### config.mk
export PLATFORM = sky130hd
export DESIGN_NAME = sflash_serial_front
export DESIGN_NICKNAME = d
export VERILOG_FILES = /design/src/rtl/sfe_pkg.sv /design/src/rtl/sfe_sync.sv /design/src/rtl/sfe_hold_ctl.sv /design/src/rtl/sfe_shifter.sv /design/src/rtl/sflash_serial_front.sv
export SDC_FILE = /design/constraint.sdc
export NUM_CORES = 1
export LEC_CHECK = 0
export ABC_AREA = 1
export ABC_CLOCK_PERIOD_IN_PS = 2500
export BUFFER_PORTS_ARGS = -buffer_cell sky130_fd_sc_hd__buf_2
export CAP_MARGIN = 10
export CORE_MARGIN = 1
export CORE_UTILIZATION = 45
export DETAILED_ROUTE_END_ITERATION = 10
export HOLD_SLACK_MARGIN = 0.12
export PLACE_DENSITY = 0.74
export SLEW_MARGIN = 20
export SYNTH_ARGS = -nofsm -noshare
export SYNTH_HDL_FRONTEND = slang
export SYNTH_SLANG_ARGS = --single-unit
### constraint.sdc
create_clock -name clk -period 2.5 [get_ports clk]
set_clock_uncertainty 0.05 [all_clocks]
set_input_delay 0.25 -clock clk [delete_from_list [all_inputs] [get_ports clk]]
set_output_delay 0.25 -clock clk [all_outputs]
set_load 0.01 [all_outputs]
### src/rtl/sfe_pkg.sv
package sfe_pkg;

  // Index of the next bit in a byte of w bits, wrapping to 0.
  function automatic int unsigned wrap_inc(input int unsigned idx, input int unsigned w);
    return (idx + 1 >= w) ? 0 : idx + 1;
  endfunction

  // A deselect is aligned when pulses were seen and the bit index is back at 0.
  function automatic logic boundary_ok(input logic seen, input int unsigned idx);
    return seen && (idx == 0);
  endfunction

  // Index of the last bit in a byte of w bits.
  function automatic int unsigned last_idx(input int unsigned w);
    return w - 1;
  endfunction

endpackage

### src/rtl/sfe_sync.sv
module sfe_sync #(
  parameter int W      = 4,
  parameter int STAGES = 2
) (
  input  logic         clk,
  input  logic         rst_n,
  input  logic [W-1:0] din,
  output logic [W-1:0] dout
);
  logic [W-1:0] stg [STAGES];

  for (genvar g = 0; g < STAGES; g++) begin : g_stage
    if (g == 0) begin : g_first
      always_ff @(posedge clk or negedge rst_n)
        if (!rst_n) stg[g] <= '0;
        else        stg[g] <= din;
    end else begin : g_next
      always_ff @(posedge clk or negedge rst_n)
        if (!rst_n) stg[g] <= '0;
        else        stg[g] <= stg[g-1];
    end
  end

  assign dout = stg[STAGES-1];
endmodule

### src/rtl/sfe_hold_ctl.sv
module sfe_hold_ctl (
  input  logic clk,
  input  logic rst_n,
  input  logic csn_s,
  input  logic sck_s,
  input  logic holdn_s,
  output logic armed,
  output logic hold_q,
  output logic desel_evt
);
  logic csn_prev;
  logic csn_fall;
  logic armed_d;
  logic hold_d;

  assign csn_fall = csn_prev && !csn_s;

  always_comb begin
    armed_d = armed;
    if (csn_s)                    armed_d = 1'b0;
    else if (csn_fall && holdn_s) armed_d = 1'b1;
  end

  always_comb begin
    hold_d = hold_q;
    if (csn_s || !armed)                    hold_d = 1'b0;
    else if (!hold_q && !holdn_s && !sck_s) hold_d = 1'b1;
    else if (hold_q && holdn_s && !sck_s)   hold_d = 1'b0;
  end

  // Ordinary deselect: select rises while armed and not paused.
  assign desel_evt = csn_s && armed && !hold_q;

  always_ff @(posedge clk or negedge rst_n) begin
    if (!rst_n) begin
      csn_prev <= 1'b0;
      armed    <= 1'b0;
      hold_q   <= 1'b0;
    end else begin
      csn_prev <= csn_s;
      armed    <= armed_d;
      hold_q   <= hold_d;
    end
  end


  hold_entry_chk: assert property (@(posedge clk) disable iff (!rst_n)
    $rose(hold_q) |-> $past(!sck_s && !holdn_s && !csn_s));


  hold_exit_chk: assert property (@(posedge clk) disable iff (!rst_n)
    $fell(hold_q) |-> $past(csn_s || !armed || (!sck_s && holdn_s)));


  hold_deselected_chk: assert property (@(posedge clk) disable iff (!rst_n)
    csn_s |=> !hold_q);


  arm_needs_holdn_chk: assert property (@(posedge clk) disable iff (!rst_n)
    $rose(armed) |-> $past(holdn_s && !csn_s));
endmodule

### src/rtl/sfe_shifter.sv
module sfe_shifter #(
  parameter int BYTE_W = 8,
  localparam int IW    = $clog2(BYTE_W)
) (
  input  logic              clk,
  input  logic              rst_n,
  input  logic              clr,
  input  logic              en,
  input  logic              rise,
  input  logic              fall,
  input  logic              sdi,
  input  logic [BYTE_W-1:0] tx_byte,
  output logic [BYTE_W-1:0] rx_byte,
  output logic              rx_valid,
  output logic              tx_load,
  output logic              sdo_bit,
  output logic              seen,
  output logic [IW-1:0]     idx
);
  localparam logic [IW-1:0] LAST = IW'(sfe_pkg::last_idx(BYTE_W));

  logic [BYTE_W-2:0] rx_sr;
  logic [BYTE_W-1:0] tx_sr;

  assign sdo_bit = tx_sr[BYTE_W-1];

  always_ff @(posedge clk or negedge rst_n) begin
    if (!rst_n) begin
      rx_sr    <= '0;
      tx_sr    <= '0;
      rx_byte  <= '0;
      rx_valid <= 1'b0;
      tx_load  <= 1'b0;
      seen     <= 1'b0;
      idx      <= '0;
    end else begin
      rx_valid <= 1'b0;
      tx_load  <= 1'b0;
      if (clr) begin
        rx_sr <= '0;
        tx_sr <= '0;
        seen  <= 1'b0;
        idx   <= '0;
      end else if (en) begin
        if (rise) begin
          rx_sr <= {rx_sr[BYTE_W-3:0], sdi};
          seen  <= 1'b1;
          idx   <= IW'(sfe_pkg::wrap_inc(32'(idx), BYTE_W));
          if (idx == LAST) begin
            rx_byte  <= {rx_sr, sdi};
            rx_valid <= 1'b1;
          end
        end else if (fall) begin
          if (idx == '0 && seen) begin
            tx_sr   <= tx_byte;
            tx_load <= 1'b1;
          end else if (idx != '0) begin
            tx_sr <= {tx_sr[BYTE_W-2:0], 1'b0};
          end
        end
      end
    end
  end


  rx_strobe_single_chk: assert property (@(posedge clk) disable iff (!rst_n)
    rx_valid |=> !rx_valid);


  tx_load_single_chk: assert property (@(posedge clk) disable iff (!rst_n)
    tx_load |=> !tx_load);


  frozen_idx_chk: assert property (@(posedge clk) disable iff (!rst_n)
    (!en && !clr) |=> $stable(idx) && $stable(seen));


  clear_restart_chk: assert property (@(posedge clk) disable iff (!rst_n)
    clr |=> (idx == '0) && !seen);
endmodule

### src/rtl/sflash_serial_front.sv
module sflash_serial_front #(
  parameter int BYTE_W      = 8,
  parameter int SYNC_STAGES = 2
) (
  input  logic              clk,
  input  logic              rst_n,
  input  logic              sck_i,
  input  logic              csn_i,
  input  logic              sdi_i,
  input  logic              holdn_i,
  input  logic [BYTE_W-1:0] tx_byte_i,
  output logic              tx_load_o,
  output logic              sdo_o,
  output logic              sdo_oe_o,
  output logic [BYTE_W-1:0] rx_byte_o,
  output logic              rx_valid_o,
  output logic              hold_o,
  output logic              desel_o,
  output logic              desel_aligned_o
);
  localparam int IW = $clog2(BYTE_W);

  logic [3:0]    pins_s;
  logic          sck_s, csn_s, sdi_s, holdn_s;
  logic          sck_prev;
  logic          sck_rise, sck_fall;
  logic          armed, hold_q, desel_evt;
  logic          live;
  logic          sdo_bit, seen;
  logic [IW-1:0] idx;

  sfe_sync #(.W(4), .STAGES(SYNC_STAGES)) u_sync (
    .clk  (clk),
    .rst_n(rst_n),
    .din  ({sck_i, csn_i, sdi_i, holdn_i}),
    .dout (pins_s)
  );
  assign {sck_s, csn_s, sdi_s, holdn_s} = pins_s;

  always_ff @(posedge clk or negedge rst_n)
    if (!rst_n) sck_prev <= 1'b0;
    else        sck_prev <= sck_s;

  assign sck_rise = sck_s && !sck_prev;
  assign sck_fall = !sck_s && sck_prev;

  sfe_hold_ctl u_hold (
    .clk      (clk),
    .rst_n    (rst_n),
    .csn_s    (csn_s),
    .sck_s    (sck_s),
    .holdn_s  (holdn_s),
    .armed    (armed),
    .hold_q   (hold_q),
    .desel_evt(desel_evt)
  );

  assign live = armed && !hold_q && !csn_s;

  sfe_shifter #(.BYTE_W(BYTE_W)) u_shift (
    .clk     (clk),
    .rst_n   (rst_n),
    .clr     (!armed),
    .en      (live),
    .rise    (sck_rise),
    .fall    (sck_fall),
    .sdi     (sdi_s),
    .tx_byte (tx_byte_i),
    .rx_byte (rx_byte_o),
    .rx_valid(rx_valid_o),
    .tx_load (tx_load_o),
    .sdo_bit (sdo_bit),
    .seen    (seen),
    .idx     (idx)
  );

  always_ff @(posedge clk or negedge rst_n) begin
    if (!rst_n) begin
      desel_o         <= 1'b0;
      desel_aligned_o <= 1'b0;
    end else begin
      desel_o         <= desel_evt;
      desel_aligned_o <= desel_evt && sfe_pkg::boundary_ok(seen, 32'(idx));
    end
  end

  assign sdo_oe_o = live;
  assign sdo_o    = live && sdo_bit;
  assign hold_o   = hold_q;


  oe_gating_chk: assert property (@(posedge clk) disable iff (!rst_n)
    sdo_oe_o |-> (!csn_s && !hold_o && armed));


  aligned_with_event_chk: assert property (@(posedge clk) disable iff (!rst_n)
    desel_aligned_o |-> desel_o);


  no_event_in_hold_chk: assert property (@(posedge clk) disable iff (!rst_n)
    (hold_o && csn_s) |=> !desel_o);
endmodule

== Yosys cells after proc, flatten, opt, wreduce, memory -nomap -nowiden ==
Cells that the tools add are included.

* Register bits: 43
* Bits in latches: 0
* Memory bits (writable): 0
* ROM bits: 0
* Input port bits: 14
* Output and inout port bits: 15
* Word-level logic and storage cells: 82
* Memories: 0

* Add/sub/neg operators: 1
* $mul: 0
* Divide/modulo/power cells: 0
* $lt $le $gt $ge: 1
* Eq/ne operators: 6
* Shifts and indexed selects: 0
* Multiplexer cells: 30
* Bitwise operators: 0
* Reduce and logical (&&, ||, !) cells: 29

{| class="wikitable"
|+ Operators by type and width
! cell !! number
|-
| 8-bit two-way mux || 6
|-
| 7-bit two-way mux || 3
|-
| 1-bit two-way mux || 17
|-
| 1-bit logical AND || 15
|-
| 3-bit two-way mux || 4
|-
| 2-bit inequality test, second input constant || 4
|-
| 4-bit AND reduction || 2
|-
| 1-bit zero test || 6
|-
| 3-bit nonzero test || 2
|-
| 3-bit by 1-bit adder with 4-bit output, second input constant || 1
|-
| 4-bit >= comparator, second input constant || 1
|-
| 3-bit equality test, second input constant || 1
|-
| 3-bit zero test || 1
|-
| 3-bit by 2-bit inequality test with 1-bit output, second input constant || 1
|-
| 2-bit AND reduction || 1
|-
| 2-bit nonzero test || 1
|-
| 1-bit logical OR || 1
|}

== Depth between registers and ports, before layout ==
* Depth in word-level cells: 7
* Mapped depth: 8
* Mapped depth without buffers: 8

== Hierarchy ==
A second synthesis with hierarchy kept.

* Cell total of the unflattened synthesis: 190
* Area, all modules: 1821.7 sq um

{| class="wikitable"
|+ By module, submodules not included
! module !! times used !! cells each !! area each (sq um) !! seq. area each (sq um)
|-
| sfe_shifter || 1 || 145 || 1327.5 || 725.7
|-
| sfe_sync || 1 || 12 || 230.2 || 200.2
|-
| sflash_serial_front || 1 || 19 || 136.4 || 75.1
|-
| sfe_hold_ctl || 1 || 14 || 127.6 || 75.1
|}

== Worst setup path before layout ==
Ideal clock, no wire load.

* Path type: register to register
* Start: reg u_shift.idx[0]
* End: reg u_shift.tx_sr[2]
* Setup time: 117 ps
* Data arrival time: 1186 ps
* Required time: 2333 ps
* Path slack: 1148 ps
* Cell stages (with the launch flop): 9
* Path buffers: 1
* Clock period less this slack: 1352 ps
* Path through: dfrtp_1 -> inv_1 -> ha_1 -> nand3_2 -> buf_2 -> nor2_1 -> nor2_1 -> nand2_1 -> nand2_1

* Longest elaborated chain between the ends: 7
* Elaborated cells between the ends (all ways): 10
* Classes of those cells: eq/ne (1); mux (5); reduce/logical (4)

{| class="wikitable"
|+ RTL lines
! what !! RTL line !! source
|-
| from (decl) || sfe_shifter.sv:18 || <nowiki>output logic [IW-1:0] idx</nowiki>
|-
| from (signal assigned) || sfe_shifter.sv:48 || <nowiki>idx <= IW'(sfe_pkg::wrap_inc(32'(idx), BYTE_W));</nowiki>
|-
| 3-bit zero test || sfe_shifter.sv:54 || <nowiki>if (idx == '0 && seen) begin</nowiki>
|-
| 1-bit logical AND || sfe_shifter.sv:54 ||
|-
| 8-bit two-way mux || sfe_shifter.sv:54 ||
|-
| 8-bit two-way mux || sfe_shifter.sv:53 || <nowiki>end else if (fall) begin</nowiki>
|-
| 8-bit two-way mux || sfe_shifter.sv:45 || <nowiki>if (rise) begin</nowiki>
|-
| 8-bit two-way mux || sfe_shifter.sv:44 || <nowiki>end else if (en) begin</nowiki>
|-
| 8-bit two-way mux || sfe_shifter.sv:39 || <nowiki>if (clr) begin</nowiki>
|-
| to (signal assigned) || sfe_shifter.sv:55 || <nowiki>tx_sr <= tx_byte;</nowiki>
|-
| to (signal assigned) || sfe_shifter.sv:58 || <nowiki>tx_sr <= {tx_sr[BYTE_W-2:0], 1'b0};</nowiki>
|-
| to (decl) || sfe_shifter.sv:23 || <nowiki>logic [BYTE_W-1:0] tx_sr;</nowiki>
|}

Several ways; a longest one is shown, not always the timed one. The select of a mux whose other input is x is not followed.
A chain may end at the register's enable or synchronous reset.

== Final worst setup path ==
* Start: reg u_hold.armed
* End: out sdo_o

* Longest elaborated chain between the ends: 3

{| class="wikitable"
|+ RTL lines
! what !! RTL line !! source
|-
| from (decl) || sfe_hold_ctl.sv:7 || <nowiki>output logic armed,</nowiki>
|-
| from (signal assigned) || sfe_hold_ctl.sv:41 || <nowiki>armed <= armed_d;</nowiki>
|-
| 1-bit logical AND (2 in series) || sflash_serial_front.sv:58 || <nowiki>assign live = armed && !hold_q && !csn_s;</nowiki>
|-
| 1-bit logical AND || sflash_serial_front.sv:88 || <nowiki>assign sdo_o = live && sdo_bit;</nowiki>
|-
| to (decl) || sflash_serial_front.sv:13 || <nowiki>output logic sdo_o,</nowiki>
|}

Every way passes these cells.

==> results.yml <==
run_status:
  run_status: "completed"
clocking:
  cts_buffers: 5
  cts_tree: "done"
  cts-root-buf: "clkbuf_8"
  clkSinkCount: 43
  ctsLongestPathBuffers: 2
  cts_htree_levels: 2
  clk_latency_ns: 0.30
  clk_pin_slew_worst_paths_ns: 0.08
  cts_resized: 0
yosys:
  synth-seq-cells: 43
  yosys-top-cells-area: "dfrtp_1, nand2_1, inv_1, nor2_1, nand3_1"
  synth_area_per_cell_um2: 8.85
  synth_edf_count: 0
  synth.net_count: 219
  synth_area_um2: 1790
  synth-main-ff-cell: "dfrtp_1"
  yosys.cell_count.top_type: "nand2_1"
  syn_inst: 202
  ys_warn_count: 0
  synth_cell_type_count: 22
  synth_top_area_share_pct: 60.2
  yosys.area.top_type: "dfrtp_1"
  synth_async_sr_flop_share_pct: 100
  synth_common_cells: "nand2_1, dfrtp_1, inv_1"
  seq_area_frac_synth_pct: 60.2
detailed_routing:
  dr_total_vias: 1352
  wl_met3_um: 109
  drc: 0
  wl_met2_um: 1480
  vias_per_cell: 4.69
  drt_iter0_markers: 90
  routed_wirelength_um: 3100
  drt-pass1-iter-count: 4
  wl_per_cell_um: 10.8
  highest_layer: "met4"
  wl_met1_um: 1440
  antenna_left: 0
cells_and_area:
  multi_input_area_um2: 611
  final_cells: 288
  layout-drive-gt1-share_pct: 20.4
  seq_area_um2: 1080
  nNetsFinal: 256
  antenna_cells: 0
  n_fill_cell: 348
  stdcell_area_um2: 2100
  area_growth_pct: 17.6
placed_design:
  dpl.hpwl_um: 2150
  pre_cts_ws_ns: 0.720
  dpl-instance-area_um2: 1970
  dp_cells: 275
  place.gp.congestion: 0.760
  numPortBuffers: 28
floorplanning:
  core_um2: 3740
  die_h_um: 65.0
  die_w_um: 65.0
  ios: 29
  dieArea_um2: 4230
  row_count: 22
  start_util_pct: 47.7
worst_setup_path:
  cp-start-kind: "flop"
  cp-end-kind: "output port"
  cp_max_fo: 13
  cp.arrival_ns: 1.51
  crit_type: "flop to output port"
  crit_required_ns: 2.20
timing:
  setup_viol: 0
  period_share_pct: 72.4
  drv_slew: 0
  max_freq_ghz: 0.553
  hold_viol: 0
  rsz0062_at_grt: "no"
  final.setup.worst_slack_ns: 0.691
  relSlewSlack_pct: 38.5
  tns_ns: 0
  worst_pin_slew_ns: 0.923
  period_needed_ns: 1.81
power:
  irDropWorstVdd_v: 0.000350
  p_per_area_nw_per_um2: 579
  p_leak_nw: 1.19
global_route:
  grt-ovfl-total: 0
  grt_pass1_vias: 1278
  grt_use_total_pct: 17.1
  antenna_found_initial: 0
  grt_pass1_wl_um: 5460
  grt_max_degree: 44
hold_path:
  hold_path.class: "input pin to flop"
run:
  cap_violations: 0
## layer usage
layer	up-vias	GRT usage (%)
met3	7	4.75
met4	0	7.34
li1	688	-
met5	-	0
met1	636	21.1
met2	21	28.1
## sequential cells by signal, summed over array words and instances (netlist names)
| register | count |
|---|---|
| u_shift.tx_sr | 8 |
| u_shift.rx_byte | 8 |
| sck_prev | 1 |
| u_shift.tx_load | 1 |
| u_shift.rx_sr | 7 |
| u_shift.rx_valid | 1 |
| desel_o | 1 |
| u_hold.hold_q | 1 |
| desel_aligned_o | 1 |
| u_sync.stg | 4 |
| u_sync.dout | 4 |
| u_shift.seen | 1 |
| u_hold.csn_prev | 1 |
| u_shift.idx | 3 |
| u_hold.armed | 1 |
## through the flow
stage / hold WS, ns / power [mW] / utilization (%)
6_report: 0.205 / 1.22 / 56.1
5_1_grt: 0.246 / 1.27 / 56.1
4_1_cts: 0.202 / 1.24 / 56.1
3_5_place_dp: 0.286 / 0.805 / 52.5
3_3_place_gp: 0.282 / 0.803 / 52.5
2_1_floorplan: -0.0956 / 0.770 / -
## cells in the final DEF, fill, tap and decap left out, types with 2 or more instances in the layout
master	synthesis	layout
buf_2	2	28
clkbuf_8	0	5
dfrtp_1	43	43
dlygate4sd3_1	0	5
ha_1	3	3
inv_1	15	15
inv_2	5	5
nand2_1	90	90
nand3_1	10	10
nor2_1	14	14
nor2_2	4	4
o21ai_0	3	3
o21ai_1	2	2
## worst paths after layout
check                         startpoint          endpoint  slack (ns)  depth (start not counted)
setup / recovery            u_hold.armed             sdo_o        0.69                          5
hold / removal              tx_byte_i[0]  u_shift.tx_sr[0]        0.21                          5
setup reg to reg            u_hold.armed  u_shift.rx_sr[6]        0.72                          7
hold reg to reg            u_sync.stg[5]    u_sync.dout[1]        0.30                          0
max in group asynchronous          rst_n  u_shift.rx_sr[2]        1.25                          2
min in group asynchronous          rst_n     u_sync.stg[4]        0.58                          2
## report_power, final
| group | internal (mW) | switching (mW) |
|---|---|---|
| combinational | 0.0253 | 0.0502 |
| clock | 0.195 | 0.226 |
| sequential | 0.708 | 0.0119 |
| total | 0.929 | 0.288 |
## area by class of cell
class | instances | share of cell area (%)
sequential | 43 | 51.2
multi-input combinational | 135 | 29.1
clock buffer | 6 | 3.45
tap | 48 | 2.86
clock inverter | 2 | 0.596
inverter | 21 | 3.75
timing repair buffer | 33 | 9.05
## cells by family (layout without fill, tap and decap cells)
kind of cell | after synthesis | in the layout | share of synthesized area, %
AND/OR/NAND/NOR | 126 | 126 | 30.4
AO/OA/AOI/OAI | 6 | 6 | 1.68
adder cells (fa/ha/maj) | 3 | 3 | 2.10
flip-flops | 43 | 43 | 60.2
buffers and inverters | 24 | 62 | 5.60
## critical path, cell delays in order, from the launching register on
cell	delay, ns
dfrtp_1	0.59
inv_2	0.12
nor2_2	0.17
nand2_4	0.09
nor2_1	0.11
buf_2	0.14
## repair_timing
action                    4_1_cts  5_1_grt
hold endpoints to repair       47        0
hold buffers                    5        0
setup buffers                   0        0
(Power assumes the default switching activity.)
